### src/rtl/nps_pkg.sv
`timescale 1ns/1ps
// Shared widths for the nibble program loader.
// Assumes a fixed eight-word frame of 4-bit words.
package nps_pkg;
    localparam int NIB_W  = 4;
    localparam int ADDR_W = 3;
    localparam int WORDS  = 8;
    localparam int M_W    = 10;
    localparam int A_W    = 7;
    localparam int R_W    = 11;
    typedef logic [NIB_W-1:0] nibble_t;
endpackage

### src/rtl/nps_sync_edge.sv
`timescale 1ns/1ps
// Brings an asynchronous level into the clock domain and flags each change.
// Assumes the input is slow compared with clk; the edge flag is held off
// until the chain has been refilled after reset, so reset gives no false edge.
module nps_sync_edge #(
    parameter int STAGES = 2
) (
    input  logic clk,
    input  logic rst_n,
    input  logic d_in,
    output logic lvl,
    output logic chg
);
    logic [STAGES:0] chain_q;
    logic [STAGES:0] fill_q;

    // Shift the level and a validity marker through the chain.
    always_ff @(posedge clk) begin
        if (!rst_n) begin
            chain_q <= '0;
            fill_q  <= '0;
        end else begin
            chain_q <= {chain_q[STAGES-1:0], d_in};
            fill_q  <= {fill_q[STAGES-1:0], 1'b1};
        end
    end

    assign lvl = chain_q[STAGES-1];
    assign chg = fill_q[STAGES] && (chain_q[STAGES] ^ chain_q[STAGES-1]);
endmodule

### src/rtl/nps_por_timer.sv
`timescale 1ns/1ps
// Counts a fixed delay after power-good and then fires one start pulse.
// Assumes power-good may drop at any time; a drop clears and re-arms the timer.
module nps_por_timer #(
    parameter int POR_CYCLES = 53248
) (
    input  logic clk,
    input  logic rst_n,
    input  logic pwr_good,
    output logic fire
);
    localparam int CW = $clog2(POR_CYCLES);
    localparam logic [CW-1:0] CNT_LAST = CW'(POR_CYCLES - 1);

    logic          pg_meta, pg_sync, done_q;
    logic [CW-1:0] cnt_q;

    // Two-flop synchroniser for power-good.
    always_ff @(posedge clk) begin
        if (!rst_n) begin
            pg_meta <= 1'b0;
            pg_sync <= 1'b0;
        end else begin
            pg_meta <= pwr_good;
            pg_sync <= pg_meta;
        end
    end

    // Delay counter; stops once it has fired until power-good drops.
    always_ff @(posedge clk) begin
        if (!rst_n || !pg_sync) begin
            cnt_q  <= '0;
            done_q <= 1'b0;
        end else if (!done_q) begin
            if (cnt_q == CNT_LAST) done_q <= 1'b1;
            else                   cnt_q  <= cnt_q + CW'(1);
        end
    end

    assign fire = pg_sync && !done_q && (cnt_q == CNT_LAST);
endmodule

### src/rtl/nps_frame_ctrl.sv
`timescale 1ns/1ps
// Read sequencer: divides clk into program slots and walks one read frame.
// Assumes SETTLE_SLOTS + WORDS + 1 <= FRAME_SLOTS; starts are ignored while busy.
module nps_frame_ctrl
    import nps_pkg::*;
#(
    parameter int CLK_DIV      = 64,
    parameter int SETTLE_SLOTS = 4,
    parameter int FRAME_SLOTS  = 16
) (
    input  logic              clk,
    input  logic              rst_n,
    input  logic              start,
    input  logic              hold_low,
    output logic              busy,
    output logic              word_slot,
    output logic              sample_pulse,
    output logic              xfer_pulse,
    output logic [ADDR_W-1:0] word_idx
);
    localparam int PW = $clog2(CLK_DIV);
    localparam int SW = $clog2(FRAME_SLOTS);
    localparam logic [PW-1:0] PRE_LAST   = PW'(CLK_DIV - 1);
    localparam logic [PW-1:0] PRE_MID    = PW'(CLK_DIV / 2 - 1);
    localparam logic [SW-1:0] SLOT_LAST  = SW'(FRAME_SLOTS - 1);
    localparam logic [SW-1:0] SLOT_W0    = SW'(SETTLE_SLOTS);
    localparam logic [SW-1:0] SLOT_WEND  = SW'(SETTLE_SLOTS + WORDS);
    localparam logic [SW-1:0] SLOT_WLAST = SW'(SETTLE_SLOTS + WORDS - 1);

    logic          busy_q;
    logic [PW-1:0] pre_q;
    logic [SW-1:0] slot_q;

    // Frame state: idle, or prescaler and slot counter running.
    always_ff @(posedge clk) begin
        if (!rst_n) begin
            busy_q <= 1'b0;
            pre_q  <= '0;
            slot_q <= '0;
        end else if (!busy_q) begin
            if (start) begin
                busy_q <= 1'b1;
                pre_q  <= '0;
                slot_q <= '0;
            end
        end else if (pre_q == PRE_LAST) begin
            pre_q <= '0;
            if (slot_q == SLOT_LAST) begin
                slot_q <= '0;
                busy_q <= hold_low;
            end else begin
                slot_q <= slot_q + SW'(1);
            end
        end else begin
            pre_q <= pre_q + PW'(1);
        end
    end

    // Slot decode for the address phase, mid-slot sample and transfer point.
    always_comb begin
        busy         = busy_q;
        word_slot    = busy_q && (slot_q >= SLOT_W0) && (slot_q < SLOT_WEND);
        word_idx     = ADDR_W'(slot_q - SLOT_W0);
        sample_pulse = word_slot && (pre_q == PRE_MID);
        xfer_pulse   = busy_q && (slot_q == SLOT_WLAST) && (pre_q == PRE_LAST);
    end
endmodule

### src/rtl/nps_word_store.sv
`timescale 1ns/1ps
// Scatters sampled nibbles into shadow fields and moves them out together.
// Assumes the fixed eight-word bit map; unmapped nibble bits are dropped.
module nps_word_store
    import nps_pkg::*;
(
    input  logic              clk,
    input  logic              rst_n,
    input  logic              sample,
    input  logic [ADDR_W-1:0] idx,
    input  nibble_t           din,
    input  logic              load,
    output logic [M_W-1:0]    m_val,
    output logic [A_W-1:0]    a_val,
    output logic [R_W-1:0]    r_val,
    output logic              stb
);
    logic [M_W-1:0] sh_m;
    logic [A_W-1:0] sh_a;
    logic [R_W-1:0] sh_r;

    // Shadow capture: each word index owns a fixed slice of one field.
    always_ff @(posedge clk) begin
        if (!rst_n) begin
            sh_m <= '0;
            sh_a <= '0;
            sh_r <= '0;
        end else if (sample) begin
            case (idx)
                3'd0: sh_m[1:0]  <= din[3:2];
                3'd1: sh_m[5:2]  <= din;
                3'd2: sh_m[9:6]  <= din;
                3'd3: sh_a[3:0]  <= din;
                3'd4: sh_a[6:4]  <= din[2:0];
                3'd5: sh_r[3:0]  <= din;
                3'd6: sh_r[7:4]  <= din;
                default: sh_r[10:8] <= din[2:0];
            endcase
        end
    end

    // Output stage: all three values and the strobe update on one edge.
    always_ff @(posedge clk) begin
        if (!rst_n) begin
            m_val <= '0;
            a_val <= '0;
            r_val <= '0;
            stb   <= 1'b0;
        end else begin
            stb <= load;
            if (load) begin
                m_val <= sh_m;
                a_val <= sh_a;
                r_val <= sh_r;
            end
        end
    end
endmodule

### src/rtl/nibble_prog_sequencer.sv
`timescale 1ns/1ps
// Top of the nibble program loader: start sources, frame sequencer and store.
// Assumes din is valid from the address change to the mid-slot sample point.
module nibble_prog_sequencer
    import nps_pkg::*;
#(
    parameter int CLK_DIV      = 64,
    parameter int SETTLE_SLOTS = 4,
    parameter int FRAME_SLOTS  = 16,
    parameter int POR_CYCLES   = 53248,
    parameter int SYNC_STAGES  = 2
) (
    input  logic              clk,
    input  logic              rst_n,
    input  logic              prog_en,
    input  logic              pwr_good,
    input  logic [NIB_W-1:0]  din,
    output logic [ADDR_W-1:0] addr,
    output logic              addr_oe,
    output logic              mem_en_drive,
    output logic [M_W-1:0]    m_val,
    output logic [A_W-1:0]    a_val,
    output logic [R_W-1:0]    r_val,
    output logic              xfer_stb
);
    logic              pe_lvl, pe_chg, por_fire;
    logic              busy, word_slot, sample_pulse, xfer_pulse;
    logic [ADDR_W-1:0] word_idx;

    nps_sync_edge #(.STAGES(SYNC_STAGES)) u_pe_sync (
        .clk(clk), .rst_n(rst_n), .d_in(prog_en), .lvl(pe_lvl), .chg(pe_chg)
    );

    nps_por_timer #(.POR_CYCLES(POR_CYCLES)) u_por (
        .clk(clk), .rst_n(rst_n), .pwr_good(pwr_good), .fire(por_fire)
    );

    nps_frame_ctrl #(
        .CLK_DIV(CLK_DIV), .SETTLE_SLOTS(SETTLE_SLOTS), .FRAME_SLOTS(FRAME_SLOTS)
    ) u_frame (
        .clk(clk), .rst_n(rst_n), .start(pe_chg || por_fire), .hold_low(!pe_lvl),
        .busy(busy), .word_slot(word_slot), .sample_pulse(sample_pulse),
        .xfer_pulse(xfer_pulse), .word_idx(word_idx)
    );

    nps_word_store u_store (
        .clk(clk), .rst_n(rst_n), .sample(sample_pulse), .idx(word_idx),
        .din(din), .load(xfer_pulse), .m_val(m_val), .a_val(a_val),
        .r_val(r_val), .stb(xfer_stb)
    );

    // Pad controls: bus and enable are driven only while a read is running.
    always_comb begin
        addr_oe      = busy;
        mem_en_drive = busy;
        addr         = word_slot ? word_idx : '0;
    end
endmodule

### config.mk
export PLATFORM = sky130hd
export DESIGN_NAME = nibble_prog_sequencer
export DESIGN_NICKNAME = d
export VERILOG_FILES = /design/src/rtl/nps_pkg.sv /design/src/rtl/nps_sync_edge.sv /design/src/rtl/nps_por_timer.sv /design/src/rtl/nps_frame_ctrl.sv /design/src/rtl/nps_word_store.sv /design/src/rtl/nibble_prog_sequencer.sv
export SDC_FILE = /design/constraint.sdc
export NUM_CORES = 1
export LEC_CHECK = 0
export CAP_MARGIN = 25
export CORE_MARGIN = 10
export CORE_UTILIZATION = 42
export DETAILED_ROUTE_END_ITERATION = 6
export GPL_ROUTABILITY_DRIVEN = 0
export SYNTH_ARGS = -nofsm -noshare
export SYNTH_HDL_FRONTEND = slang
export SYNTH_SLANG_ARGS = --single-unit
### constraint.sdc
create_clock -name clk -period 2.3 [get_ports clk]
set_input_delay 0.46 -clock clk [delete_from_list [all_inputs] [get_ports clk]]
set_output_delay 0.46 -clock clk [all_outputs]
set_load 0.05 [all_outputs]
==> results.md, run 1 <==
* Status: finished, final reports clean
* Leak Pwr at 1.55 nW
* Clock skew at 9.79 ps
* Total wire length at 7960 µm
* Hold Path Class: flip-flop to flip-flop
* Core area at 0.00872 mm²
* Slowest stage delay, CP at 540 ps
* Logic pwr share at 2.4%
* CP Buf/Inv Count at 1
* Ys flop type: dfxtp_1
* Postcts setup bufs at 0
* Most instantiated cells after synthesis: 93 x dfxtp_1, 93 x nand2_1, 60 x a21oi_1, 32 x nor2_1, 30 x nand3_1
* Setup TNS at 0 ps
* IO buf count at 41
* H-tree depth at 3
* Crit-path slowest cell: dfxtp_1
* DP HPWL at 5500 µm
* Post-synth top area cell: dfxtp_1
* Arrival @ worst endpoint at 1600 ps
* Critical path, cell by cell: xor2_1 -> and3_1 -> buf_12
* Placement Cell Area at 0.00429 mm²
* WHS at 440 ps
* Endpoint class of the critical path: primary output
* ANT nets after route at 0
* Largest net degree at the start of global routing at 30
* Post-route cell area at 0.00452 mm²
* Ports at 42
* Initial antenna violation count at 0
* Share of cells above drive strength 1 at 8.11%
* CTS Hold Bufs at 0
* Diode count at 0
* P&R area growth vs syn at 20.6%
* Maximum clock frequency at 485 MHz
* CTS tree: built
* Resized Gates After CTS at 0
* Die area at 0.0131 mm²
* Global Route Usage Sum at 12.4%
* Slew Limit Fails at 0
* Vias in the first global route at 2,785
* Register share of total power at 55.2%
* Worst vdd ir at 277 µV
* GR Overflow Total at 0
* Tmin final at 2060 ps
* CTS Root Cell: clkbuf_8
* Setup-failing EPs final at 0
* Clock transition at path regs at 90 ps
* Residual DRC count at 0
* Cell Area, Synth at 0.00375 mm²
* Pre-antenna DRT Iters at 4
* WL/cell at 13.5 µm
* Final Net Count at 491
* Number of core rows at 34
* Post-synth top area share at 49.7%
* EDFF count, synth at 0
* Num Clock Sinks at 93
* Critical Path RT at 1840 ps
* Sw Share at 22.4%
* Crit path max fanout at 9
* Yosys warning count at 0
* CTS buffer count at 9
* Netlist cell types at 38
* Slack of the critical path at 239 ps
* Initial core utilization at 43.0%
* Gate Count Post-Synth at 440
* CP delay by family, top: flip-flops
* Drt initial violations at 118
* RSZ-0062 raised after global routing: false
* First-pass GRT wire length at 13,400 µm
* Die X at 114 µm
* Clk buf depth at 2
* Net Switching at 0.000656 W
* Power per cell area at 649 mW/mm²
* Final hold viol count at 0
* Area contributors post-synth: dfxtp_1 50%, nand2_1 9.3%, a21oi_1 8.0%
* Slew HR at 57.5%
* Worst skew pair latency at 370 ps
* Startpoint types: flip-flop
* Clock share of power at 42.4%
* Max-cap viol count at 0
* Seq/Total Area, Yosys at 49.7%
* Mean post-synth cell area at 8.52 µm²
* Die Y at 114 µm
* Synth Register Bits at 93
* Crit path kind: flip-flop to primary output
* Routed vias/inst at 5.14
* Synth Net Count at 455
* Cell internal pwr at 0.00228 W
* Final Cycle Share at 89.6%
* Dpl ws at 377 ps
* Synth async-reset ratio at 0%
* Worst slew pin tran at 629 ps
* Vias at 3,030
power by group through the flow:
stage	clock, W	sequential [W]	combinational [W]
detailed placement	0	0.00166	0.0000717
CTS	0.00127	0.00162	0.0000720
global route	0.00135	0.00162	0.0000769
global placement	0	0.00166	0.0000710
finish	0.00124	0.00162	0.0000708
floorplan	0	0.00166	0.0000337
logic make-up (layout without fill, tap and decap cells):
kind of cell | Yosys count | after routing | synth area share (%)
AOI/OAI and AO/OA | 87 | 87 | 13.0
xor gates and xnor gates | 14 | 14 | 3.27
adders and majority gates | 7 | 7 | 2.34
buffers and inverters | 33 | 74 | 4.41
DFF | 93 | 93 | 49.7
muxes | 9 | 9 | 2.40
and+or+nand+nor | 197 | 197 | 24.9
routing by layer:
layer,share of wire [%],global-route usage [%]
met1,49,16.7
met2,43,17.5
met3,5.9,3.51
met4,1.9,6.35
met5,0,0
cell type report:
| type | count | area, µm² |
|---|---|---|
| Inverter | 5 | 18.8 |
| Clock inverter | 7 | 105 |
| Sequential cell | 93 | 1860 |
| Fill cell | 828 | 4200 |
| Tap cell | 108 | 135 |
| Timing Repair Buffer | 53 | 551 |
| Clock buffer | 9 | 124 |
| Multi-Input combinational cell | 314 | 1720 |
worst paths after layout:
check / startpoint / end / slack, ps / depth (start not counted)
worst max-delay path: u_frame.slot_q[2]$_SDFFE_PN0P_ / addr[1] / 240 / 3
worst min-delay path: u_pe_sync.fill_q[0]$_DFF_P_ / u_pe_sync.fill_q[1]$_SDFF_PN0_ / 440 / 1
worst max register to register: u_frame.pre_q[0]$_SDFFE_PN0P_ / u_store.r_val[9]$_SDFFE_PN0P_ / 350 / 7
worst min register to register: u_pe_sync.fill_q[0]$_DFF_P_ / u_pe_sync.fill_q[1]$_SDFF_PN0_ / 440 / 1
placed cells by master, fill, tap and decap left out, types with 3 or more instances in the layout:
cell type        instances
xnor2_1                  8
nand3_1                 30
clkdlybuf4s50_1         36
a211oi_1                 5
dfxtp_1                 93
a31oi_1                  5
and3_1                   9
ha_1                     7
o21ai_0                  6
buf_12                   5
inv_1                    4
mux2i_1                  9
a21oi_1                 60
nand4_1                 10
buf_4                   12
nor2_1                  31
xor2_1                   6
and2_1                   8
nand2_1                 93
clkbuf_8                 9
o211ai_1                 3
sequential cells by signal, indices dropped and copies added (netlist names), 4 cells and up:
name / flops
u_frame.pre_q: 6
u_frame.slot_q: 4
u_por.cnt_q: 16
u_store.a_val: 7
u_store.m_val: 10
u_store.r_val: 11
u_store.sh_a: 7
u_store.sh_m: 10
u_store.sh_r: 11
metrics by stage:
step / cells / total power [W] / util, %
finish: 589 / 0.00293 / 51.8
global route: 589 / 0.00304 / 51.8
detailed placement: 573 / 0.00173 / 49.2
CTS: 589 / 0.00296 / 51.8
global placement: 573 / 0.00173 / 49.2
floorplan: 440 / 0.00169 / -
Note: power is estimated with default switching activity, not from simulation.
==> run 2: changes to the inputs <==
--- a/config.mk
+++ b/config.mk
@@ -7,7 +7,8 @@
 export LEC_CHECK = 0
 export CAP_MARGIN = 25
 export CORE_MARGIN = 10
-export CORE_UTILIZATION = 42
+export CORE_UTILIZATION = 40
+export CTS_BUF_LIST = sky130_fd_sc_hd__clkbuf_16
 export DETAILED_ROUTE_END_ITERATION = 6
 export GPL_ROUTABILITY_DRIVEN = 0
 export SYNTH_ARGS = -nofsm -noshare
==> results.md, run 2 (same netlist as run 1, synthesis figures left out) <==
* Initial core utilization at 40.8% (-2.2 points)
* Placed cells at 576 (+0.52%)
* Setup TNS at 0 ps (unchanged)
* Endpoint class of the critical path: primary output
* Ports at 42 (unchanged)
* Dpl ws at 440 ps (+62.2 ps)
* CP Buf/Inv Count at 1 (unchanged)
* Net Switching at 0.000644 W (-1.9%)
* CP delay by family, top: flip-flops
* WL/cell at 13.6 µm (+0.84%)
* Die area at 0.0136 mm² (+4.1%)
* Leak Pwr at 1.58 nW (+2.1%)
* Slew HR at 58.0% (+0.50 points)
* Drt initial violations at 147 (+25%)
* Most frequent cells in the layout: 93 x nand2_1, 93 x dfxtp_1, 60 x a21oi_1, 36 x clkdlybuf4s50_1, 31 x nor2_1
* Slowest stage delay, CP at 530 ps (about the same)
* Clock skew at 6.96 ps (-2.84 ps)
* Postcts setup bufs at 0 (unchanged)
* Arrival @ worst endpoint at 1560 ps (-40 ps)
* IO buf count at 41 (unchanged)
* Vias at 3,073 (+1.4%)
* Die X at 117 µm (+2.0%)
* GR Overflow Total at 0 (unchanged)
* Initial antenna violation count at 0 (unchanged)
* H-tree depth at 3 (unchanged)
* Slack of the critical path at 280 ps (+41.5 ps)
* Final hold viol count at 0 (unchanged)
* Util after Layout at 50.2% (-1.6 points)
* Largest net degree at the start of global routing at 29 (-3.3%)
* Final Net Count at 491 (unchanged)
* Biggest regs: u_por.cnt_q x16, u_store.r_val x11, u_store.sh_r x11
* Max reg flops at 16 (unchanged)
* P&R area growth vs syn at 23.3%
* Core area at 0.00920 mm² (+5.5%)
* Logic pwr share at 2.2% (-0.2 points)
* First-pass GRT wire length at 13,900 µm (+3.8%)
* Setup-failing EPs final at 0 (unchanged)
* Pre-antenna DRT Iters at 5 (+1)
* Power per cell area at 700 mW/mm² (+7.9%)
* Crit path kind: flip-flop to primary output
* Clock share of power at 47.6% (+5.2 points)
* Resized Gates After CTS at 0 (unchanged)
* Hold Crit Start: u_pe_sync.fill_q[0]$_DFF_P_
* Worst skew pair latency at 340 ps (-30 ps)
* Total wire length at 8050 µm (+1.2%)
* Register share of total power at 50.1% (-5.1 points)
* Setup crit start: u_frame.slot_q[2]$_SDFFE_PN0P_
* ANT nets after route at 0 (unchanged)
* CTS buffer count at 9 (unchanged)
* Hold Path Class: flip-flop to flip-flop
* Sw Share at 19.9% (-2.5 points)
* R2R Path Start: u_frame.pre_q[0]$_SDFFE_PN0P_
* Num Clock Sinks at 93 (unchanged)
* Status: finished, final reports clean
* Biggest register: u_por.cnt_q
* Max-cap viol count at 0 (unchanged)
* DP HPWL at 5650 µm (+2.7%)
* Share of cells above drive strength 1 at 7.71% (-0.40 points)
* Die Y at 117 µm (+2.0%)
* Clock transition at path regs at 60 ps (-30 ps)
* CTS Root Cell: clkbuf_16
* Slew Limit Fails at 0 (unchanged)
* Diode count at 0 (unchanged)
* CTS tree: built
* Critical Path RT at 1840 ps (about the same)
* Crit-path slowest cell: dfxtp_1
* RSZ-0062 raised after global routing: false
* Fin cells at 591 (+0.34%)
* Tmin final at 2020 ps (-41.5 ps)
* Vias in the first global route at 2,976 (+6.9%)
* Number of core rows at 35 (+2.9%)
* Maximum clock frequency at 495 MHz (+2.1%)
* Clk buf depth at 2 (unchanged)
* CTS Hold Bufs at 0 (unchanged)
* Final Cycle Share at 87.8% (-1.8 points)
* Residual DRC count at 0 (unchanged)
* Cell internal pwr at 0.00259 W (+14%)
* Total power at 0.00323 W (+10%)
* Crit path max fanout at 9 (unchanged)
* Startpoint types: flip-flop
* Worst slew pin tran at 622 ps (-7.44 ps)
* Critical path, cell by cell: xor2_1 -> and3_1 -> buf_12
* Global Route Usage Sum at 12.6% (+0.16 points)
* Routed vias/inst at 5.20 (+1.1%)
* Worst vdd ir at 279 µV (+0.75%)
## run 2: changes by cell type in the layout (fill, tap and decap cells not counted), sizes merged
cell,previous run,this run
inv,9,5
clkinv,1,3
clkinvlp,0,1
## run 2: stage by stage
stage	hold WS, ps	instance area [µm²]
floorplan	412	3750
global placement	416	4310
detailed placement	425	4310
CTS	441	4620
global route	456	4620
finish	439	4620
## run 2: metal layers
metal,share of wire [%],wire length (µm),vias up,GRT usage [%]
met5,0,0,-,0
met4,1.3,105,0,4.20
met3,6.1,490,6,3.67
met2,46,3720,58,19.9
met1,46,3740,1427,16.0
li1,-,-,1582,-
## run 2: final timing paths
kind	endpoint	slack [ps]	cells after the start
hold reg to reg	u_pe_sync.fill_q[1]$_SDFF_PN0_	440	1
hold / removal	u_pe_sync.fill_q[1]$_SDFF_PN0_	440	1
setup reg to reg	u_store.a_val[4]$_SDFFE_PN0P_	450	7
setup / recovery	addr[1]	280	3
## run 2: final cells by class
class	count	area [µm²]
clock buffer	9	225
clock inverter	6	88.8
fill	890	4580
inverter	5	18.8
multi-input combinational	314	1720
sequential	93	1860
tap	111	139
timing repair buffer	53	563
## run 2: power by group through the flow
stage	Sequential, W	Combinational (W)	Clock (W)
CTS	0.00162	0.0000733	0.00158
finish	0.00162	0.0000728	0.00154
floorplan	0.00166	0.0000337	0
global route	0.00162	0.0000787	0.00166
detailed placement	0.00166	0.0000731	0
global placement	0.00166	0.0000719	0
==> run 3: changes to the inputs <==
--- a/config.mk
+++ b/config.mk
@@ -11,6 +11,7 @@
 export CTS_BUF_LIST = sky130_fd_sc_hd__clkbuf_16
 export DETAILED_ROUTE_END_ITERATION = 6
 export GPL_ROUTABILITY_DRIVEN = 0
+export SETUP_SLACK_MARGIN = 0.1
 export SYNTH_ARGS = -nofsm -noshare
 export SYNTH_HDL_FRONTEND = slang
 export SYNTH_SLANG_ARGS = --single-unit
==> results of run 3 <==
Same layout as run 2: the final DEF is identical, and so are final timing and power.
